File: src/rtl/axisRoutePkg.sv
package axisRoutePkg;
  parameter int SLV_CNT  = 2;
  parameter int IDX_W    = (SLV_CNT > 1) ? $clog2(SLV_CNT) : 1;
  parameter int DATA_W   = 32;
  parameter int KEEP_W   = DATA_W / 8;
  parameter int ADDR_W   = 7;
  parameter int REG_W    = 32;

  localparam logic [ADDR_W-1:0] CTRL_OFF = ADDR_W'('h00);
  localparam logic [ADDR_W-1:0] SEL_OFF  = ADDR_W'('h40);
  localparam int COMMIT_BIT  = 1;
  localparam int DISABLE_BIT = REG_W - 1;

  // control -> datapath strobes
  typedef struct packed {
    logic             commitReq;
    logic             stagedDis;
    logic [IDX_W-1:0] stagedIdx;
  } routeCmdT;

  // datapath -> control strobes
  typedef struct packed {
    logic applied;
  } routeAckT;
endpackage

File: src/rtl/routeCtrl.sv
module routeCtrl
  import axisRoutePkg::*;
(
  input  logic                clk,
  input  logic                rstN,
  input  logic [ADDR_W-1:0]   awAddr,
  input  logic                awValid,
  output logic                awReady,
  input  logic [REG_W-1:0]    wData,
  input  logic [REG_W/8-1:0]  wStrb,
  input  logic                wValid,
  output logic                wReady,
  output logic [1:0]          bResp,
  output logic                bValid,
  input  logic                bReady,
  input  logic [ADDR_W-1:0]   arAddr,
  input  logic                arValid,
  output logic                arReady,
  output logic [REG_W-1:0]    rData,
  output logic [1:0]          rResp,
  output logic                rValid,
  input  logic                rReady,
  output routeCmdT            cmd,
  input  routeAckT            ack
);
  localparam int STRB_W = REG_W / 8;
  localparam logic [ADDR_W-1:0] WORD_MASK = ~ADDR_W'(3);

  logic             stagedDis;
  logic [IDX_W-1:0] stagedIdx;
  logic             commitPending;
  logic             wrGo;
  logic             rdGo;
  logic             wrIsCtrl;
  logic             wrIsSel;
  logic             commitWrite;
  logic [REG_W-1:0] rdNext;

  assign wrGo     = awValid && wValid && !bValid;
  assign rdGo     = arValid && !rValid;
  assign awReady  = wrGo;
  assign wReady   = wrGo;
  assign arReady  = rdGo;
  assign bResp    = 2'b00;
  assign rResp    = 2'b00;

  assign wrIsCtrl    = (awAddr & WORD_MASK) == CTRL_OFF;
  assign wrIsSel     = (awAddr & WORD_MASK) == SEL_OFF;
  assign commitWrite = wrGo && wrIsCtrl && wStrb[0] && wData[COMMIT_BIT];

  // staged routing choice
  always_ff @(posedge clk) begin
    if (!rstN) begin
      stagedDis <= 1'b1;
      stagedIdx <= '0;
    end else if (wrGo && wrIsSel) begin
      if (wStrb[STRB_W-1]) stagedDis <= wData[DISABLE_BIT];
      if (wStrb[0])        stagedIdx <= wData[IDX_W-1:0];
    end
  end

  // commit request: a new write wins over a same-cycle apply
  always_ff @(posedge clk) begin
    if (!rstN)            commitPending <= 1'b0;
    else if (commitWrite) commitPending <= 1'b1;
    else if (ack.applied) commitPending <= 1'b0;
  end

  assign cmd.commitReq = commitPending;
  assign cmd.stagedDis = stagedDis;
  assign cmd.stagedIdx = stagedIdx;

  // write response
  always_ff @(posedge clk) begin
    if (!rstN)       bValid <= 1'b0;
    else if (wrGo)   bValid <= 1'b1;
    else if (bReady) bValid <= 1'b0;
  end

  // read path
  always_comb begin
    rdNext = '0;
    if ((arAddr & WORD_MASK) == CTRL_OFF) begin
      rdNext[COMMIT_BIT] = commitPending;
    end else if ((arAddr & WORD_MASK) == SEL_OFF) begin
      rdNext[DISABLE_BIT] = stagedDis;
      rdNext[IDX_W-1:0]   = stagedIdx;
    end
  end

  always_ff @(posedge clk) begin
    if (!rstN) begin
      rValid <= 1'b0;
      rData  <= '0;
    end else if (rdGo) begin
      rValid <= 1'b1;
      rData  <= rdNext;
    end else if (rReady) begin
      rValid <= 1'b0;
    end
  end

  // an apply without a fresh commit write clears the pending flag
  assert_commit_clears_R6: assert property (@(posedge clk) disable iff (!rstN)
    (ack.applied && !commitWrite) |=> !commitPending);

  // write response held until taken
  assert_bvalid_hold_R9: assert property (@(posedge clk) disable iff (!rstN)
    (bValid && !bReady) |=> bValid);

  // read data held stable until taken
  assert_rdata_hold_R9: assert property (@(posedge clk) disable iff (!rstN)
    (rValid && !rReady) |=> (rValid && $stable(rData)));
endmodule

File: src/rtl/routeData.sv
module routeData
  import axisRoutePkg::*;
(
  input  logic                 clk,
  input  logic                 rstN,
  input  logic [DATA_W-1:0]    sData [SLV_CNT],
  input  logic [KEEP_W-1:0]    sKeep [SLV_CNT],
  input  logic [SLV_CNT-1:0]   sLast,
  input  logic [SLV_CNT-1:0]   sValid,
  output logic [SLV_CNT-1:0]   sReady,
  output logic [DATA_W-1:0]    mData,
  output logic [KEEP_W-1:0]    mKeep,
  output logic                 mLast,
  output logic                 mValid,
  input  logic                 mReady,
  input  routeCmdT             cmd,
  output routeAckT             ack
);
  logic             activeDis;
  logic [IDX_W-1:0] activeIdx;
  logic             inPacket;
  logic             nextInPacket;
  logic             beatFire;
  logic             applyNow;
  logic             pickValid;

  // source multiplexer
  always_comb begin
    mData     = '0;
    mKeep     = '0;
    mLast     = 1'b0;
    pickValid = 1'b0;
    for (int i = 0; i < SLV_CNT; i++) begin
      if (activeIdx == IDX_W'(i)) begin
        mData     = sData[i];
        mKeep     = sKeep[i];
        mLast     = sLast[i];
        pickValid = sValid[i];
      end
    end
  end

  assign mValid = !activeDis && pickValid;

  generate
    for (genvar g = 0; g < SLV_CNT; g++) begin : gReady
      assign sReady[g] = !activeDis && (activeIdx == IDX_W'(g)) && mReady;
    end
  endgenerate

  // packet tracking and boundary-safe apply
  assign beatFire     = mValid && mReady;
  assign nextInPacket = beatFire ? !mLast : inPacket;
  assign applyNow     = cmd.commitReq && !nextInPacket;
  assign ack.applied  = applyNow;

  always_ff @(posedge clk) begin
    if (!rstN) inPacket <= 1'b0;
    else       inPacket <= nextInPacket;
  end

  always_ff @(posedge clk) begin
    if (!rstN) begin
      activeDis <= 1'b1;
      activeIdx <= '0;
    end else if (applyNow) begin
      activeDis <= cmd.stagedDis;
      activeIdx <= cmd.stagedIdx;
    end
  end

  // disabled route is silent on both sides
  assert_disabled_quiet_R2: assert property (@(posedge clk) disable iff (!rstN)
    activeDis |-> (!mValid && (sReady == '0)));

  // at most one source sees ready
  assert_one_ready_R4: assert property (@(posedge clk) disable iff (!rstN)
    $onehot0(sReady));

  // route changes only through an apply
  assert_route_hold_R5: assert property (@(posedge clk) disable iff (!rstN)
    !ack.applied |=> ($stable(activeIdx) && $stable(activeDis)));

  // a beat without TLAST never ends on a route change
  assert_no_split_R7: assert property (@(posedge clk) disable iff (!rstN)
    (beatFire && !mLast) |=> ($stable(activeIdx) && $stable(activeDis)));
endmodule

File: src/rtl/axisRouteSwitch.sv
module axisRouteSwitch
  import axisRoutePkg::*;
(
  input  logic                clk,
  input  logic                rstN,
  input  logic [DATA_W-1:0]   s0Data,
  input  logic [KEEP_W-1:0]   s0Keep,
  input  logic                s0Last,
  input  logic                s0Valid,
  output logic                s0Ready,
  input  logic [DATA_W-1:0]   s1Data,
  input  logic [KEEP_W-1:0]   s1Keep,
  input  logic                s1Last,
  input  logic                s1Valid,
  output logic                s1Ready,
  output logic [DATA_W-1:0]   mData,
  output logic [KEEP_W-1:0]   mKeep,
  output logic                mLast,
  output logic                mValid,
  input  logic                mReady,
  input  logic [ADDR_W-1:0]   awAddr,
  input  logic                awValid,
  output logic                awReady,
  input  logic [REG_W-1:0]    wData,
  input  logic [REG_W/8-1:0]  wStrb,
  input  logic                wValid,
  output logic                wReady,
  output logic [1:0]          bResp,
  output logic                bValid,
  input  logic                bReady,
  input  logic [ADDR_W-1:0]   arAddr,
  input  logic                arValid,
  output logic                arReady,
  output logic [REG_W-1:0]    rData,
  output logic [1:0]          rResp,
  output logic                rValid,
  input  logic                rReady
);
  routeCmdT            cmd;
  routeAckT            ack;
  logic [DATA_W-1:0]   sData [SLV_CNT];
  logic [KEEP_W-1:0]   sKeep [SLV_CNT];
  logic [SLV_CNT-1:0]  sLast;
  logic [SLV_CNT-1:0]  sValid;
  logic [SLV_CNT-1:0]  sReady;

  assign sData[0] = s0Data;
  assign sData[1] = s1Data;
  assign sKeep[0] = s0Keep;
  assign sKeep[1] = s1Keep;
  assign sLast    = {s1Last, s0Last};
  assign sValid   = {s1Valid, s0Valid};
  assign s0Ready  = sReady[0];
  assign s1Ready  = sReady[1];

  routeCtrl uCtrl (
    .clk(clk), .rstN(rstN),
    .awAddr(awAddr), .awValid(awValid), .awReady(awReady),
    .wData(wData), .wStrb(wStrb), .wValid(wValid), .wReady(wReady),
    .bResp(bResp), .bValid(bValid), .bReady(bReady),
    .arAddr(arAddr), .arValid(arValid), .arReady(arReady),
    .rData(rData), .rResp(rResp), .rValid(rValid), .rReady(rReady),
    .cmd(cmd), .ack(ack)
  );

  routeData uData (
    .clk(clk), .rstN(rstN),
    .sData(sData), .sKeep(sKeep), .sLast(sLast),
    .sValid(sValid), .sReady(sReady),
    .mData(mData), .mKeep(mKeep), .mLast(mLast),
    .mValid(mValid), .mReady(mReady),
    .cmd(cmd), .ack(ack)
  );
endmodule

File: config.mk
export PLATFORM = sky130hd
export DESIGN_NAME = axisRouteSwitch
export DESIGN_NICKNAME = d
export VERILOG_FILES = /design/src/rtl/axisRoutePkg.sv /design/src/rtl/routeCtrl.sv /design/src/rtl/routeData.sv /design/src/rtl/axisRouteSwitch.sv
export SDC_FILE = /design/constraint.sdc
export NUM_CORES = 1
export LEC_CHECK = 0
export ABC_CLOCK_PERIOD_IN_PS = 3600
export BUFFER_PORTS_ARGS = -buffer_cell sky130_fd_sc_hd__buf_2
export CORE_AREA = 2 2 84 86
export CTS_BUF_LIST = sky130_fd_sc_hd__clkbuf_8
export DETAILED_ROUTE_END_ITERATION = 8
export DIE_AREA = 0 0 86 88
export SYNTH_ARGS = -nofsm -noshare
export SYNTH_HDL_FRONTEND = slang
export SYNTH_SLANG_ARGS = --single-unit
export TNS_END_PERCENT = 20
File: constraint.sdc
create_clock -name clk -period 3.6 [get_ports clk]
set_input_delay 0.72 -clock clk [delete_from_list [all_inputs] [get_ports clk]]
set_output_delay 0.72 -clock clk [all_outputs]
set_load 0.005 [all_outputs]
* Word-level counts from Yosys, hierarchy flattened *
Cells that the tools add are included.

cells by class
  $add $sub $neg = 0
  $mul = 0
  divide/modulo/power cells = 0
  magnitude comparators = 0
  eq/ne operators = 2
  shifts and indexed selects = 0
  muxes and demuxes = 16
  bitwise logic cells = 1
  reduce and logical (&&, ||, !) cells = 26

operators with widths
  operator                              number
  2-to-1 mux 32 bit                     1
  logical AND 1 bit                     14
  zero test 7 bit                       2
  2-to-1 mux 1 bit                      14
  == test 5 bit, second input constant  2
  nonzero test 2 bit                    3
  zero test 1 bit                       5
  2-to-1 mux 4 bit                      1
  AND reduction 2 bit                   2
  inverter 1 bit                        1

storage, ports and cells
  register bits = 11
  bits in latches = 0
  bits in writable memories = 0
  ROM bits = 0
  output and inout port bits = 81
  memories = 0

* Depth between registers and ports, before layout *
  depth in word-level cells = 8
  gate-level depth with buffers = 5

* Hierarchy *
Synthesis repeated with hierarchy kept, for this count alone.

second synthesis, totals
  cell total of the unflattened synthesis = 144
  area, all modules = 1267.5 sq um

by module, submodules not included
  module     instances  cells each  area each (sq um)  sequential area each (sq um)
  routeCtrl  1          79          645.6              160.2
  routeData  1          65          621.8              60.1

* Least setup slack after synthesis *
No wires, ideal clock.

  path kind = input-to-output
  start = input awValid
  end = output wReady
  arrival time = 1196 ps
  required time = 2880 ps
  path slack = 1684 ps
  stages = 3
  path buffers = 2
  path through = and3b_1 clkbuf_1 buf_4

on the way
  longest elaborated chain between the ends = 2

ends and longest elaborated chain
  element                          RTL line               source
  from (decl)                      axisRouteSwitch.sv:22  input logic awValid,
  logical AND 1 bit (2 in series)  routeCtrl.sv:39        assign wrGo = awValid && wValid && !bValid;
  to (decl)                        axisRouteSwitch.sv:27  output logic wReady,

No other way between the ends.

* Worst setup path after layout *
  start = register uData.activeIdx
  end = output mData[17]

on the way
  longest elaborated chain between the ends = 1

ends and longest elaborated chain
  element                 RTL line               source
  from (decl)             routeData.sv:20        logic [IDX_W-1:0] activeIdx;
  from (signal assigned)  routeData.sv:68        activeIdx <= cmd.stagedIdx;
  2-to-1 mux 32 bit       routeData.sv:34        if (activeIdx == IDX_W'(i)) begin
  to (decl)               axisRouteSwitch.sv:16  output logic [DATA_W-1:0] mData,

No other way between the ends.

==> results.md <==
* Power Density at 188 nW/um^2
* Vias in the first global route at 1091
* Die height at 88 um
* Synth area leaders: mux2_2 33%, buf_4 21%, dfxtp_1 18%
* Iter 0 DRT Violations at 14
* Mapped Area at 1210 sq um
* # port buffers at 146
* WL final at 3730 um
* Slew Limit Fails at 0
* Setup TNS at 0 ps
* Layout fillers at 735
* Tmin final at 2570 ps
* Synth Register Bits at 11
* Slew HR at 48.1%
* Avg Cell Area, Syn at 9.06 sq um
* Post-synth top area share at 33.4%
* Kind of end point of the critical path: primary output
* Crit path required time at 2880 ps
* Synth area leader: mux2_2
* Initial Utilization at 18.3%
* Asr flop ratio synth at 0%
* Total Routing Usage GR at 7.65%
* Synth cell count leaders: 36 x mux2_2, 34 x buf_4, 11 x dfxtp_1, 7 x nand2_1, 6 x nor2b_1
* I/O pin total at 215
* DIE WIDTH at 86 um
* Worst-skew pair later-pin latency at 230 ps
* Final ANT Viol Nets at 0
* Layout area overhead at 58.6%
* Worst-path fanout max at 33
* Clock Sinks at 11
* Post-CTS Resized at 0
* CTS clk-pin slew, worst paths at 50 ps
* Number of flops mapped to enable cells by yosys at 0
* Global-route wire length before repair at 4750 um
* Met2 Track Usage GR at 15.4%
* Clock Tree Buf Depth at 2
* Die footprint at 7570 sq um
* Pre-antenna DRT Iters at 4
* Synth Flop Type: dfxtp_1
* GRT overflow at 0
* Met3 Track Usage GR at 0.660%
* Core area at 6640 sq um
* Final Wtd Congestion at 0.627
* Most frequent cell after synthesis: mux2_2
* Critical path arrival at 1850 ps
* Least-Margin Pin Slew at 778 ps
* Post-synth cell types at 31
* Clk_skew at 2.71 ps
* Largest net degree at the start of global routing at 34
* Busiest grt layer: met2
* DRC Markers at 0
* Crit Path Category: flop to primary output
* Max Fclk at 0.389 GHz
* Hold Path Class: flop to flop
* Final hold violation count at 0
* Post-DR vias/cell at 3.87
* Inserted Diodes at 0
* Share of layout cells above drive strength 1 at 68.1%
* Via Count at 1377
* RSZ-0062 raised after global routing: no
* Seq/Total Area, Yosys at 18.1%
* Drt wl/cell at 10.5 um
* Post-CTS Setup Bufs at 0
* TritonCTS Buffers at 3
* Max cap viols at 0
* Core Util, Final at 29.0%
* Initial antenna violation count at 0
* Synth Warn # at 0
* CP Launch Type: flop
* # setup viols final at 0
* H-tree Lvls at 1
* Fin nets at 411
* Maximum vdd drop at 0.205 mV
* Global routing met1 resource utilization at 8.75%
* Fin crit share at 71.5%
* Clock Tree Root: clkbuf_8
* CTS tree: yes
* Outcome: completed
* FP Rows at 30
* Detailed placement HPWL at 3260 um
* Leak Pwr at 0.00103 uW
* Cells after Synth at 134
* # hold bufs at CTS at 0
==> cell usage in the layout, fill, tap and decap left out <==
cell	synthesis	layout
inv_1	2	3
o311a_1	1	1
dfxtp_1	11	10
o31a_1	1	1
o21ai_1	1	1
clkbuf_8	0	3
and3_1	1	1
and3b_1	1	1
mux2_4	1	1
nand4_1	2	2
o21a_1	1	1
mux2i_1	3	3
mux2_2	36	36
nor3b_1	1	1
buf_4	34	1
nor4_1	2	2
a22oi_1	2	2
nor2_1	3	3
nor2b_1	6	6
nand2b_1	2	2
conb_1	1	33
nand3_1	1	1
nand4b_1	2	2
a21oi_1	1	1
nand2_1	7	7
buf_2	4	146
o21ai_0	1	1
o22ai_1	1	1
a21boi_0	1	1
dfxtp_2	0	1
o211a_1	1	1
==> stage by stage <==
step / cells / total power [uW] / hold slack (ps) / instance area, sq um / setup WS (ps)
CTS: 356 / 366 / 481 / 1920 / 991
global route: 356 / 383 / 493 / 1920 / 933
finish: 356 / 361 / 472 / 1920 / 1030
global placement: 352 / 244 / 452 / 1880 / 1270
floorplan: 166 / 196 / 451 / 1330 / 1680
detailed placement: 352 / 246 / 476 / 1880 / 1260
==> area by class of cell <==
cell class | instances | area, sq um | area share (%)
Timing Repair Buffer | 147 | 738 | 38.4
Clock inverter | 1 | 3.75 | 0.195
Multi-Input combinational cell | 112 | 812 | 42.2
Sequential cell | 11 | 221 | 11.5
Tap cell | 80 | 100 | 5.20
Inverter | 2 | 7.51 | 0.390
Clock buffer | 3 | 41.3 | 2.15
==> logic make-up (layout without fill, tap and decap cells) <==
family / count (synthesis) / count (layout) / synth area share (%)
other: 1 / 33 / 0.309
flip-flops: 11 / 11 / 18.1
multiplexers: 40 / 40 / 37.1
AO/OA/AOI/OAI: 11 / 11 / 6.60
AND/OR/NAND/NOR: 28 / 28 / 13.0
buffers and inverters: 43 / 153 / 24.8
==> per-layer routing <==
layer  part of all wire, %  vias to the layer above  wire [um]
met5                     0                        -          0
met4                  0.38                        0         14
met3                   9.8                        2        364
met2                    53                       91       1980
met1                    37                      598       1370
li1                      -                      686          -
==> flip-flops by register name, indices dropped and copies added (netlist names) <==
name and flops:
uCtrl.rValid 1, uCtrl.commitPending 1, uCtrl.stagedIdx 1, uData.activeIdx 1
uData.inPacket 1, uData.activeDis 1, uCtrl.rData 3, uCtrl.stagedDis 1
uCtrl.bValid 1
==> worst paths after layout <==
check | depth (start not counted) | from | slack, ps | endpoint
hold reg to reg | 2 | uCtrl.rData[1]$_SDFFE_PN0P_ | 470 | uCtrl.rData[1]$_SDFFE_PN0P_
setup reg to reg | 4 | uData.activeIdx$_SDFFE_PN0P_ | 1740 | uData.activeDis$_SDFFE_PN1P_
setup / recovery | 3 | uData.activeIdx$_SDFFE_PN0P_ | 1030 | mData[17]
hold / removal | 2 | uCtrl.rData[1]$_SDFFE_PN0P_ | 470 | uCtrl.rData[1]$_SDFFE_PN0P_
==> worst max-delay path, stage by stage, from the launching register on <==
cell and delay (ps):
dfxtp_2 820, buf_4 300, mux2_2 350, buf_2 130
==> power breakdown <==
part           internal, uW  switching (uW)
Clock                  74.6            43.0
Combinational          72.7            46.1
Sequential              124            1.14
Total                   271            90.3
Note: power is estimated with default switching activity, not from simulation.
